===== src/rtl/ddr2_rd_mon_pkg.sv =====
package ddr2_rd_mon_pkg;

    localparam logic [2:0] OP_NOP = 3'd0;
    localparam logic [2:0] OP_ACT = 3'd1;
    localparam logic [2:0] OP_RD  = 3'd2;
    localparam logic [2:0] OP_RDA = 3'd3;
    localparam logic [2:0] OP_WR  = 3'd4;
    localparam logic [2:0] OP_PRE = 3'd5;

    typedef enum logic [2:0] {
        VIOL_NONE      = 3'd0,
        VIOL_CLOSED    = 3'd1,
        VIOL_SPACING   = 3'd2,
        VIOL_AP_INTR   = 3'd3,
        VIOL_WR_BURST  = 3'd4,
        VIOL_PRE_BURST = 3'd5,
        VIOL_PRE_EARLY = 3'd6
    } viol_e;

    typedef struct packed {
        logic act;
        logic rd;
        logic ap;
        logic wr;
        logic pre;
    } op_dec_t;

    function automatic op_dec_t decode_op(logic [2:0] c);
        op_dec_t d;
        d.act = (c == OP_ACT);
        d.rd  = (c == OP_RD) || (c == OP_RDA);
        d.ap  = (c == OP_RDA);
        d.wr  = (c == OP_WR);
        d.pre = (c == OP_PRE);
        return d;
    endfunction

endpackage


===== src/rtl/mon_bank_track.sv =====
module mon_bank_track
    import ddr2_rd_mon_pkg::*;
#(
    parameter int NUM_BANKS = 8,
    parameter int BANK_W    = 3,
    parameter int AL_W      = 3
) (
    input  logic                 clk,
    input  logic                 rst_n,
    input  op_dec_t              op_i,
    input  logic [BANK_W-1:0]    bank_i,
    input  logic                 bl8_i,
    input  logic [AL_W-1:0]      al_i,
    output logic [NUM_BANKS-1:0] open_o
);
    localparam int CW = AL_W + 2;

    typedef struct packed {
        logic [NUM_BANKS-1:0] open;
        logic                 pend;
        logic [BANK_W-1:0]    pbank;
        logic [CW-1:0]        pcnt;
    } trk_t;

    trk_t s_d, s_q;
    logic [CW-1:0] ap_span;

    assign ap_span = CW'(al_i) + (bl8_i ? CW'(4) : CW'(2));

    always_comb begin
        s_d = s_q;
        if (s_q.pend && s_q.pcnt == CW'(1)) begin
            s_d.open[s_q.pbank] = 1'b0;
            s_d.pend            = 1'b0;
        end else if (s_q.pend) begin
            s_d.pcnt = s_q.pcnt - CW'(1);
        end
        if (op_i.rd && op_i.ap) begin
            if (s_q.pend) begin
                s_d.open[s_q.pbank] = 1'b0;
            end
            s_d.pend  = 1'b1;
            s_d.pbank = bank_i;
            s_d.pcnt  = ap_span - CW'(1);
        end
        if (op_i.pre) begin
            s_d.open[bank_i] = 1'b0;
        end
        if (op_i.act) begin
            s_d.open[bank_i] = 1'b1;
        end
    end

    always_ff @(posedge clk) begin
        if (!rst_n) begin
            s_q <= '0;
        end else begin
            s_q <= s_d;
        end
    end

    assign open_o = s_q.open;

    AST_ACT_OPENS: assert property (@(posedge clk) disable iff (!rst_n)
        op_i.act |=> open_o[$past(bank_i)]);
    AST_PRE_CLOSES: assert property (@(posedge clk) disable iff (!rst_n)
        op_i.pre |=> !open_o[$past(bank_i)]);
    AST_AP_CLOSE: assert property (@(posedge clk) disable iff (!rst_n)
        (s_q.pend && s_q.pcnt == CW'(1) && !(op_i.act && bank_i == s_q.pbank))
        |=> !open_o[$past(s_q.pbank)]);
endmodule


===== src/rtl/mon_read_timer.sv =====
module mon_read_timer
    import ddr2_rd_mon_pkg::*;
#(
    parameter int BANK_W = 3,
    parameter int AGE_W  = 5
) (
    input  logic              clk,
    input  logic              rst_n,
    input  op_dec_t           op_i,
    input  logic [BANK_W-1:0] bank_i,
    output logic [AGE_W-1:0]  age_o,
    output logic [BANK_W-1:0] last_bank_o,
    output logic              last_ap_o
);
    localparam logic [AGE_W-1:0] AGE_MAX = '1;

    typedef struct packed {
        logic [AGE_W-1:0]  age;
        logic [BANK_W-1:0] bank;
        logic              ap;
    } tmr_t;

    tmr_t s_d, s_q;

    always_comb begin
        s_d = s_q;
        if (op_i.rd) begin
            s_d.age  = AGE_W'(1);
            s_d.bank = bank_i;
            s_d.ap   = op_i.ap;
        end else if (s_q.age != AGE_MAX) begin
            s_d.age = s_q.age + AGE_W'(1);
        end
    end

    always_ff @(posedge clk) begin
        if (!rst_n) begin
            s_q.age  <= AGE_MAX;
            s_q.bank <= '0;
            s_q.ap   <= 1'b0;
        end else begin
            s_q <= s_d;
        end
    end

    assign age_o       = s_q.age;
    assign last_bank_o = s_q.bank;
    assign last_ap_o   = s_q.ap;

    AST_AGE_RESTART: assert property (@(posedge clk) disable iff (!rst_n)
        op_i.rd |=> (age_o == AGE_W'(1) && last_bank_o == $past(bank_i)));
    AST_AGE_NONZERO: assert property (@(posedge clk) disable iff (!rst_n)
        age_o != '0);
endmodule


===== src/rtl/mon_rule_eval.sv =====
module mon_rule_eval
    import ddr2_rd_mon_pkg::*;
#(
    parameter int NUM_BANKS = 8,
    parameter int BANK_W    = 3,
    parameter int AL_W      = 3,
    parameter int AGE_W     = 5
) (
    input  op_dec_t              op_i,
    input  logic [BANK_W-1:0]    bank_i,
    input  logic                 bl8_i,
    input  logic [AL_W-1:0]      al_i,
    input  logic [NUM_BANKS-1:0] open_i,
    input  logic [AGE_W-1:0]     age_i,
    input  logic [BANK_W-1:0]    last_bank_i,
    input  logic                 last_ap_i,
    output viol_e                viol_o
);
    logic [AGE_W-1:0] half;
    logic [AGE_W-1:0] pre_span;

    assign half     = bl8_i ? AGE_W'(4) : AGE_W'(2);
    assign pre_span = AGE_W'(al_i) + half;

    always_comb begin
        viol_o = VIOL_NONE;
        if (op_i.rd) begin
            if (!open_i[bank_i]) begin
                viol_o = VIOL_CLOSED;
            end else if (age_i == AGE_W'(1)) begin
                viol_o = VIOL_SPACING;
            end else if (bl8_i && age_i == AGE_W'(3)) begin
                viol_o = VIOL_SPACING;
            end else if (bl8_i && age_i == AGE_W'(2) && last_ap_i) begin
                viol_o = VIOL_AP_INTR;
            end
        end else if (op_i.wr) begin
            if (age_i < half) begin
                viol_o = VIOL_WR_BURST;
            end
        end else if (op_i.pre) begin
            if (age_i < half) begin
                viol_o = VIOL_PRE_BURST;
            end else if (bank_i == last_bank_i && age_i < pre_span) begin
                viol_o = VIOL_PRE_EARLY;
            end
        end
    end

    always_comb begin
        AST_QUIET_ON_NOP: assert ((op_i.rd || op_i.wr || op_i.pre) || viol_o == VIOL_NONE);
    end
endmodule


===== src/rtl/ddr2_rd_rule_mon.sv =====
module ddr2_rd_rule_mon
    import ddr2_rd_mon_pkg::*;
#(
    parameter int NUM_BANKS = 8,
    parameter int AL_W      = 3
) (
    input  logic                         clk,
    input  logic                         rst_n,
    input  logic [2:0]                   cmd_i,
    input  logic [$clog2(NUM_BANKS)-1:0] bank_i,
    input  logic                         bl8_i,
    input  logic [AL_W-1:0]              al_i,
    output logic                         err_o,
    output logic [2:0]                   err_code_o
);
    localparam int BANK_W = $clog2(NUM_BANKS);
    localparam int AGE_W  = $clog2((1 << AL_W) + 4) + 1;

    typedef struct packed {
        logic  flag;
        viol_e code;
    } latch_t;

    op_dec_t              op;
    logic [NUM_BANKS-1:0] open_w;
    logic [AGE_W-1:0]     age_w;
    logic [BANK_W-1:0]    last_bank_w;
    logic                 last_ap_w;
    viol_e                viol_w;
    latch_t               l_d, l_q;

    assign op = decode_op(cmd_i);

    mon_bank_track #(.NUM_BANKS(NUM_BANKS), .BANK_W(BANK_W), .AL_W(AL_W)) i_track (
        .clk(clk), .rst_n(rst_n), .op_i(op), .bank_i(bank_i),
        .bl8_i(bl8_i), .al_i(al_i), .open_o(open_w)
    );

    mon_read_timer #(.BANK_W(BANK_W), .AGE_W(AGE_W)) i_timer (
        .clk(clk), .rst_n(rst_n), .op_i(op), .bank_i(bank_i),
        .age_o(age_w), .last_bank_o(last_bank_w), .last_ap_o(last_ap_w)
    );

    mon_rule_eval #(.NUM_BANKS(NUM_BANKS), .BANK_W(BANK_W), .AL_W(AL_W), .AGE_W(AGE_W)) i_eval (
        .op_i(op), .bank_i(bank_i), .bl8_i(bl8_i), .al_i(al_i),
        .open_i(open_w), .age_i(age_w), .last_bank_i(last_bank_w),
        .last_ap_i(last_ap_w), .viol_o(viol_w)
    );

    always_comb begin
        l_d = l_q;
        if (!l_q.flag && viol_w != VIOL_NONE) begin
            l_d.flag = 1'b1;
            l_d.code = viol_w;
        end
    end

    always_ff @(posedge clk) begin
        if (!rst_n) begin
            l_q.flag <= 1'b0;
            l_q.code <= VIOL_NONE;
        end else begin
            l_q <= l_d;
        end
    end

    assign err_o      = l_q.flag;
    assign err_code_o = l_q.code;

    AST_ERR_STICKY: assert property (@(posedge clk) disable iff (!rst_n)
        err_o |=> (err_o && $stable(err_code_o)));
    AST_FIRST_CAPTURE: assert property (@(posedge clk) disable iff (!rst_n)
        (!err_o && viol_w != VIOL_NONE) |=> (err_o && err_code_o == $past(viol_w)));
    AST_FLAG_MATCHES_CODE: assert property (@(posedge clk) disable iff (!rst_n)
        err_o == (err_code_o != 3'd0));
endmodule


===== config.mk =====
export PLATFORM = sky130hd
export DESIGN_NAME = ddr2_rd_rule_mon
export DESIGN_NICKNAME = d
export VERILOG_FILES = /design/src/rtl/ddr2_rd_mon_pkg.sv /design/src/rtl/mon_bank_track.sv /design/src/rtl/mon_read_timer.sv /design/src/rtl/mon_rule_eval.sv /design/src/rtl/ddr2_rd_rule_mon.sv
export SDC_FILE = /design/constraint.sdc
export NUM_CORES = 1
export LEC_CHECK = 0
export BUFFER_PORTS_ARGS = -buffer_cell sky130_fd_sc_hd__buf_2
export CORE_ASPECT_RATIO = 0.7
export CORE_MARGIN = 2
export CORE_UTILIZATION = 45
export CTS_CLUSTER_SIZE = 10
export DETAILED_ROUTE_END_ITERATION = 12
export PLACE_DENSITY_LB_ADDON = 0.05
export SLEW_MARGIN = 10
export SYNTH_ARGS = -nofsm -noshare
export SYNTH_HDL_FRONTEND = slang
export SYNTH_SLANG_ARGS = --single-unit

===== constraint.sdc =====
create_clock -name clk -period 2.5 [get_ports clk]
set_clock_uncertainty 0.15 [all_clocks]
set_input_delay 0.125 -clock clk [delete_from_list [all_inputs] [get_ports clk]]
set_output_delay 0.125 -clock clk [all_outputs]
set_load 0.03 [all_outputs]

==> impl_metrics.toml, run 1 <==
[critical_path]
worstSetupStartpointType = "input port"
crit_top_cell = "inv_1"
path_cells = "buf_2 > inv_1 > ha_1 > inv_1 > fa_1 > a221oi_1 > o2111ai_1 > o21ai_2 > nor4_1 > o31a_1"
endpoint_kind = "flip-flop"
r2r-start = "i_track.s_q[1]"
reg2reg_to = "i_track.s_q[4]"
crit_family = "compound AO/OA/AOI/OAI gates"
max_stage_delay_ns = 0.54
cp.arrival_ns = 2.06
crit_type = "in -> reg"
critPathSlowestCell = "fa_1"
critPathRequiredTime_ns = 2.52
reg2regPathDepth = 8
critPathBufInv = 3
cp_max_fo = 5
r2r_setup_slack_ns = 0.53
cp.depth = 10

[global_routing]
grt_use_met3 = 0.0639
busiest_layer = "met2"
met1_usage = 0.288
overflow = 0
met2_usage = 0.305
grt_max_degree = 33
groute.usage.overall = 0.202
antenna_found_initial = 0
grt_pass1_wl_um = 7250
first_global_vias = 1550

[yosys]
ys_warn_count = 0
synthFlopType = "dfxtp_1"
synth_area_leaders = "dfxtp_1 (32%), ha_1 (6.7%), nand2_1 (6.3%), a21boi_0 (4.4%), xor2_1 (3.3%)"
synth-async-reset-ratio = 0
syn_inst = 218
synth_top_area_frac = 0.323
synth_cell_types = 54
synth-edff-count = 0
ys_ff_latch = 30
synth.avg_cell_area_um2 = 8.53
syn_nets = 241
synth_area_um2 = 1860
yosys.area.top_type = "dfxtp_1"
synth_seq_area_share = 0.323

[clock_tree]
cts_buffer_depth = 2
cts_sinks = 30
cts_tree = "done"
root_buffer = "clkbuf_8"
hold_buffers = 0
path_clk_slew_ns = 0.07
h-tree-depth = 2
clock_latency_ns = 0.28
post_cts_buffers = 0
cts_buffers = 5
cts_resized = 0

[route]
route.detailed.drc = 0
viasPerCell = 5.57
vias = 1592
drt_iter0_drc = 112
antenna_left = 0
wirelength_um = 4210
first_pass_iters = 5
wl_per_cell_um = 14.7

[die]
die_w_um = 80.8
die_area_um2 = 4670
die_height_um = 57.8
rows = 19
io-pin-count = 16
start_util = 0.471
coreArea_um2 = 3950

[sta]
hold_viol_final = 0
timing.slew.headroom = 0.659
holdWs_ns = 0.0381
tns_ns = 0
drv_slew = 0
min_period_over_period = 0.815
tightest_slew_ns = 0.508
setup-violations-final = 0
max_freq_mhz = 491
setup_ws_ns = 0.464
grt_setup_unrepaired = "false"
layout_min_cycle_time_ns = 2.04

[layout]
n_antenna_cell = 0
fin_area_um2 = 2050
drive_above_1_share = 0.141
mostFrequentLayoutCell = "nand2_1"
nets = 256
utilization = 0.520
area_growth_pct = 10.4
final_cell_mix = "nand2_1 (31), dfxtp_1 (30), buf_2 (15)"

[power]
powerDensity_nw_per_um2 = 708
combPwrFrac = 0.294
power_frac_seq = 0.428
switching_share = 0.341
power_leakage_nw = 0.815
pwr-share-clk = 0.279
p_sw_mw = 0.496
p_int_mw = 0.957
peakVddDrop_v = 0.000326

[place]
place_area_um2 = 1960
pre_cts_ws_ns = 0.156
place.gp.congestion = 0.830
io_buffers = 15
hpwl_um = 3040

[min_path]
holdCritStartpoint = "al_i[0]"
whs_endpoint = "i_track.s_q[0]"
min_path_type = "in -> reg"
min_path_cells = 3

[run]
cap_viol_max_count = 0

[outcome]
status = "complete, no violations"
[worst max-delay path by stage]
stage / startpoint / endpoint / slack (ns)
2_1_floorplan: bl8_i / err_code_o[1] / 0.36
3_3_place_gp: bl8_i / err_code_o[1] / 0.21
3_5_place_dp: bl8_i / err_code_o[1] / 0.16
4_1_cts: bl8_i / err_code_o[1] / 0.46
5_1_grt: i_track.s_q[1] / i_track.s_q[4] / 0.33
6_report: bl8_i / err_code_o[1] / 0.46
[metal layers]
layer	routed length, µm	part of all wire	vias to the layer above
met5	0	0	-
met1	2120	0.50	740
met4	0	0	0
met3	243	0.058	0
li1	-	-	802
met2	1840	0.44	50
[cell usage after synthesis, drive strengths merged (6+ instances only)]
master  instances
a21boi         11
nor2b           6
nor2           10
ha             10
dfxtp          30
buf             6
o21ai          11
inv            11
nand2b          8
nand3           7
nand2          31
xor2            7
and2            7
[layout make-up]
class                      instances  area (µm²)
multi-input combinational        168        1160
tap                               52        65.1
sequential                        30         601
timing repair buffer              17        90.1
clock buffer                       7        86.3
clock inverter                     1        5.00
inverter                          11        41.3
fill                             394        1890
[sequential cells by signal (all words and copies together) (netlist names)]
signal and cells:
i_timer.last_bank_o 3, i_track.open_o 8, err_code_o 3, err_o 1, i_timer.last_ap_o 1, i_timer.age_o 5, i_track.s_q 9
[worst min-delay path, stage by stage]
cell and delay [ns]:
buf_2 0.11, nand2_1 0.06, o211a_1 0.12
[power by group through the flow]
| stage | Sequential (mW) | Clock (mW) | Combinational (mW) |
|---|---|---|---|
| after floorplan | 0.614 | 0 | 0.329 |
| after global placement | 0.625 | 0 | 0.402 |
| after detailed placement | 0.629 | 0 | 0.425 |
| after CTS | 0.618 | 0.421 | 0.429 |
| after global routing | 0.632 | 0.449 | 0.484 |
| final | 0.621 | 0.405 | 0.427 |
[logic make-up (layout without fill, tap and decap cells)]
kind of cell	Yosys count	after routing	synth area share
simple gates	87	87	0.251
compound gates	53	53	0.214
flops	30	30	0.323
buf+inv	20	36	0.0505
xor+xnor	12	12	0.0565
fa+ha+maj	11	11	0.0781
mux	5	5	0.0269
[metrics by stage]
| stage | power (mW) | std cells |
|---|---|---|
| 2_1_floorplan | 0.944 | 218 |
| 3_3_place_gp | 1.03 | 278 |
| 3_5_place_dp | 1.05 | 278 |
| 4_1_cts | 1.47 | 286 |
| 5_1_grt | 1.56 | 286 |
| 6_report | 1.45 | 286 |
Note: power is estimated with default switching activity, not from simulation.
==> run 2, diff against run 1 <==
clock period = 2.1 ns   (was 2.5 ns; I/O delays follow)
==> run 2 against run 1 <==
Final cell count is 1.7% higher. Worst hold slack worse by 0.036 ns. Final area is 2.9% higher. Clock power is 38% higher. Non-clock buffer count is 5 higher. Sequential power is 19% higher. First-iteration DRC count is 40% lower. Power is 26% higher. Combinational power is 24% higher. Critical path type is now reg -> reg. Register-to-register slack worse by 0.42 ns. Utilization is 1.5 points higher. Largest power group unchanged.
==> impl_metrics.toml, run 2 (synthesized netlist as in run 1, its figures left out) <==
[critical_path]
endpoint_kind = "flip-flop"
max_stage_delay_ns = 0.48
cp_max_fo = 7
critPathSlowestCell = "dfxtp_1"
critPathBufInv = 0
path_cells = "ha_1 > a221oi_1 > o2111ai_1 > o21ai_2 > nor4_1 > o31a_1"
cp.arrival_ns = 2.02
crit_family = "compound AO/OA/AOI/OAI gates"
crit_type = "reg -> reg"
worstSetupStartpointType = "flip-flop"
critPathRequiredTime_ns = 2.13

[clock_tree]
path_clk_slew_ns = 0.07
root_buffer = "clkbuf_8"
post_cts_buffers = 0
cts_buffer_depth = 2
cts_sinks = 30
cts_tree = "done"
hold_buffers = 0
cts_resized = 0
clock_latency_ns = 0.29
cts_buffers = 5
h-tree-depth = 2

[sta]
layout_min_cycle_time_ns = 1.99
setup-violations-final = 0
tightest_slew_ns = 0.507
tns_ns = 0
grt_setup_unrepaired = "false"
hold_viol_final = 0
timing.slew.headroom = 0.659
min_period_over_period = 0.948
max_freq_mhz = 502
drv_slew = 0
setup_ws_ns = 0.109
holdWs_ns = 0.00229

[place]
place.gp.congestion = 0.821
dp_cells = 283
pre_cts_ws_ns = -0.145
place_area_um2 = 2000
io_buffers = 15
hpwl_um = 3220

[layout]
nets = 261
drive_above_1_share = 0.167
largest_reg_flops = 9
area_growth_pct = 13.7
mostFrequentLayoutCell = "nand2_1"
fin_cells = 291
n_antenna_cell = 0
final_cell_mix = "nand2_1 (31), dfxtp_1 (30), buf_2 (15)"
fin_area_um2 = 2110
regMostFlops = "i_track.s_q"

[outcome]
status = "complete, no violations"

[die]
die_area_um2 = 4670
start_util = 0.471
die_height_um = 57.8
die_w_um = 80.8
io-pin-count = 16
rows = 19
coreArea_um2 = 3950

[power]
peakVddDrop_v = 0.000445
power_leakage_nw = 0.850
combPwrFrac = 0.290
switching_share = 0.334
p_sw_mw = 0.611
p_int_mw = 1.22
pwr-share-clk = 0.305
powerDensity_nw_per_um2 = 865
power_frac_seq = 0.405

[global_routing]
grt_pass1_wl_um = 7400
antenna_found_initial = 0
groute.usage.overall = 0.211
overflow = 0
grt_max_degree = 33
first_global_vias = 1558

[route]
wirelength_um = 4390
first_pass_iters = 4
drt_iter0_drc = 67
wl_per_cell_um = 15.1
vias = 1623
viasPerCell = 5.58
antenna_left = 0
route.detailed.drc = 0

[run]
cap_viol_max_count = 0

[min_path]
min_path_type = "in -> reg"
## run 2: cell count changes in the layout (fill, tap and decap cells not counted)
cell / before / now
a21oi_1: 4 / 3
a21oi_2: 0 / 1
buf_4: 2 / 7
clkbuf_1: 1 / 0
clkbuf_8: 6 / 8
clkinv_2: 1 / 0
## run 2: worst register-to-register path, delay by kind of cell, from the launching register on
family | cells | cell delay, ns
AO/OA/AOI/OAI | 4 | 0.88
flip-flops | 1 | 0.48
adder cells (fa/ha/maj) | 1 | 0.30
AND/OR/NAND/NOR | 1 | 0.08
## run 2: stage by stage
stage	total power, mW	util
CTS	1.82	0.535
detailed placement	1.27	0.507
finish	1.83	0.536
global route	1.95	0.536
floorplan	1.12	-
global placement	1.23	0.507
## run 2: worst paths after layout
kind	start	to	slack, ns	cells after the start
max	i_timer.age_o[1]	err_code_o[1]	0.11	6
min	al_i[0]	i_track.s_q[0]	0.002	3
max reg2reg	i_timer.age_o[1]	err_code_o[1]	0.11	6
min reg2reg	i_timer.last_bank_o[0]	i_timer.last_bank_o[0]	0.33	2
## run 2: metal layers
metal	GRT usage	vias up	part of all wire
met4	0.0654	0	0.015
met3	0.0467	11	0.043
met5	0	-	0
li1	-	815	-
met2	0.331	45	0.45
met1	0.292	752	0.49
## run 2: power groups by stage
stage / registers, mW / logic [mW] / clock network [mW]
after global placement: 0.746 / 0.487 / 0
after CTS: 0.738 / 0.519 / 0.567
after global routing: 0.752 / 0.596 / 0.601
after floorplan: 0.731 / 0.392 / 0
after detailed placement: 0.751 / 0.515 / 0
final: 0.740 / 0.530 / 0.558
## run 2: final cells by class
class,instances,area (µm²)
fillers,379,1830
multi-input cells,168,1170
inverters,11,41.3
repair buffers,22,128
flip-flops and latches,30,601
clock buffers,8,110
well taps,52,65.1
==> run 3, diff against run 2 <==
ABC_AREA = 1   (was unset)
==> run 3 against run 2 <==
Flip-flop and latch count did not move. Largest cell class unchanged. Final area up 1.5%. First-iteration DRC count is 19% higher. Final cell count up 25%.
==> impl_metrics.toml, run 3 <==
[layout]
drive_above_1_share = 0.134
fin_area_um2 = 2150
area_growth_pct = 12.9
nets = 335
mostFrequentLayoutCell = "nand2_1"
final_cell_mix = "nand2_1 (60), inv_1 (44), dfxtp_1 (30)"
regMostFlops = "i_track.s_q"
n_antenna_cell = 0
utilization = 0.537
fillCellCount = 419
largest_reg_flops = 9

[clock_tree]
cts_sinks = 30
root_buffer = "clkbuf_8"
cts_tree = "done"
post_cts_buffers = 0
cts_buffer_depth = 2
h-tree-depth = 2
clock_latency_ns = 0.28
cts_buffers = 5
path_clk_slew_ns = 0.06

[critical_path]
cp.arrival_ns = 1.83
worstSetupStartpointType = "flip-flop"
endpoint_kind = "flip-flop"
critPathRequiredTime_ns = 2.12
crit_type = "reg -> reg"
cp_max_fo = 6

[global_routing]
overflow = 0
first_global_vias = 1602
groute.usage.overall = 0.217
grt_max_degree = 21
grt_pass1_wl_um = 7810
antenna_found_initial = 0

[route]
route.detailed.drc = 0
wirelength_um = 4550
vias = 1852
viasPerCell = 5.07
drt_iter0_drc = 80
wl_per_cell_um = 12.5
first_pass_iters = 4
antenna_left = 0

[sta]
layout_min_cycle_time_ns = 1.81
max_freq_mhz = 553
grt_setup_unrepaired = "false"
tightest_slew_ns = 0.615
setup-violations-final = 0
hold_viol_final = 0
tns_ns = 0
timing.slew.headroom = 0.589
min_period_over_period = 0.861
drv_slew = 0

[die]
die_height_um = 58.4
coreArea_um2 = 3990
io-pin-count = 16
start_util = 0.476
die_w_um = 81.7
die_area_um2 = 4770
rows = 19

[yosys]
syn_nets = 313
synth_top_area_frac = 0.316
ys_ff_latch = 30
synth-edff-count = 0
synth_area_leaders = "dfxtp_1 (32%), nand2_1 (12%), inv_1 (8.7%), a21oi_1 (7.4%), ha_1 (6.6%)"
synth.avg_cell_area_um2 = 6.55
synthFlopType = "dfxtp_1"
ys_top_cells_by_count = "nand2_1 (60), inv_1 (44), dfxtp_1 (30)"
yosys.area.top_type = "dfxtp_1"
ys_warn_count = 0
synth_most_common_cell = "nand2_1"
syn_inst = 290
synth_cell_types = 29
synth_area_um2 = 1900
synth_seq_area_share = 0.316
synth-async-reset-ratio = 0

[place]
io_buffers = 15
place.gp.congestion = 0.826
place_area_um2 = 2030
hpwl_um = 3460

[power]
power.total_mw = 1.67
peakVddDrop_v = 0.000382
powerDensity_nw_per_um2 = 778
power_leakage_nw = 0.987

[min_path]
min_path_type = "in -> reg"

[run]
cap_viol_max_count = 0

[outcome]
status = "complete, no violations"
run 3: kinds of logic (layout without fill, tap and decap cells):
family,count (synthesis),in the layout,synth area share
XOR/XNOR,1,1,0.00461
adder cells (fa/ha/maj),11,11,0.0764
AO/OA/AOI/OAI,62,62,0.182
buffers and inverters,57,80,0.124
flip-flops,30,30,0.316
AND/OR/NAND/NOR,129,129,0.297
run 3: report_power, final:
part / internal (mW) / leakage [nW] / switching [mW]
logic: 0.187 / 0.693 / 0.300
registers: 0.629 / 0.246 / 0.0715
clock network: 0.264 / 0.0482 / 0.218
total: 1.08 / 0.987 / 0.589
run 3: what timing repair did:
item                       CTS  global route
hold endpoints to repair     4             0
hold buffers                 2             0
setup endpoints to repair    0             0
gates resized for setup      0             0
run 3: final cells by class:
class / instances / area, µm² / area share
multi-input combinational: 203 / 1060 / 0.496
sequential: 30 / 601 / 0.280
inverter: 49 / 184 / 0.0857
timing repair buffer: 23 / 140 / 0.0653
clock buffer: 7 / 86.3 / 0.0402
tap: 52 / 65.1 / 0.0303
clock inverter: 1 / 5.00 / 0.00233
run 3: critical path, stage by stage (launching register included):
cell and delay (ns):
dfxtp_1 0.48, ha_1 0.26, inv_1 0.06, nor3_1 0.14
ha_1 0.23, inv_1 0.10, nor2_1 0.15, nand2_1 0.06
o311ai_0 0.08
run 3: stage by stage:
stage	setup slack (ns)	hold slack [ns]	cells
2_1_floorplan	0.164	0.0496	290
3_3_place_gp	0.0778	0.188	355
3_5_place_dp	0.0253	0.193	355
4_1_cts	0.281	0.0413	365
5_1_grt	0.0620	0.0647	365
6_report	0.292	0.0458	365
run 3: worst paths after layout:
check,startpoint,to,slack [ns],cells after the start
hold / removal,bank_i[2],i_timer.last_bank_o[2],0.05,3
hold reg to reg,err_code_o[1],err_code_o[1],0.32,2
setup / recovery,i_timer.age_o[1],i_timer.age_o[1],0.29,8
setup reg to reg,i_timer.age_o[1],i_timer.age_o[1],0.29,8
run 3: metal layers:
metal,share of wire,global-route usage,vias up
met1,0.54,0.339,820
met4,0.013,0.0714,0
li1,-,-,988
met2,0.37,0.279,36
met3,0.071,0.0660,8
met5,0,0,-
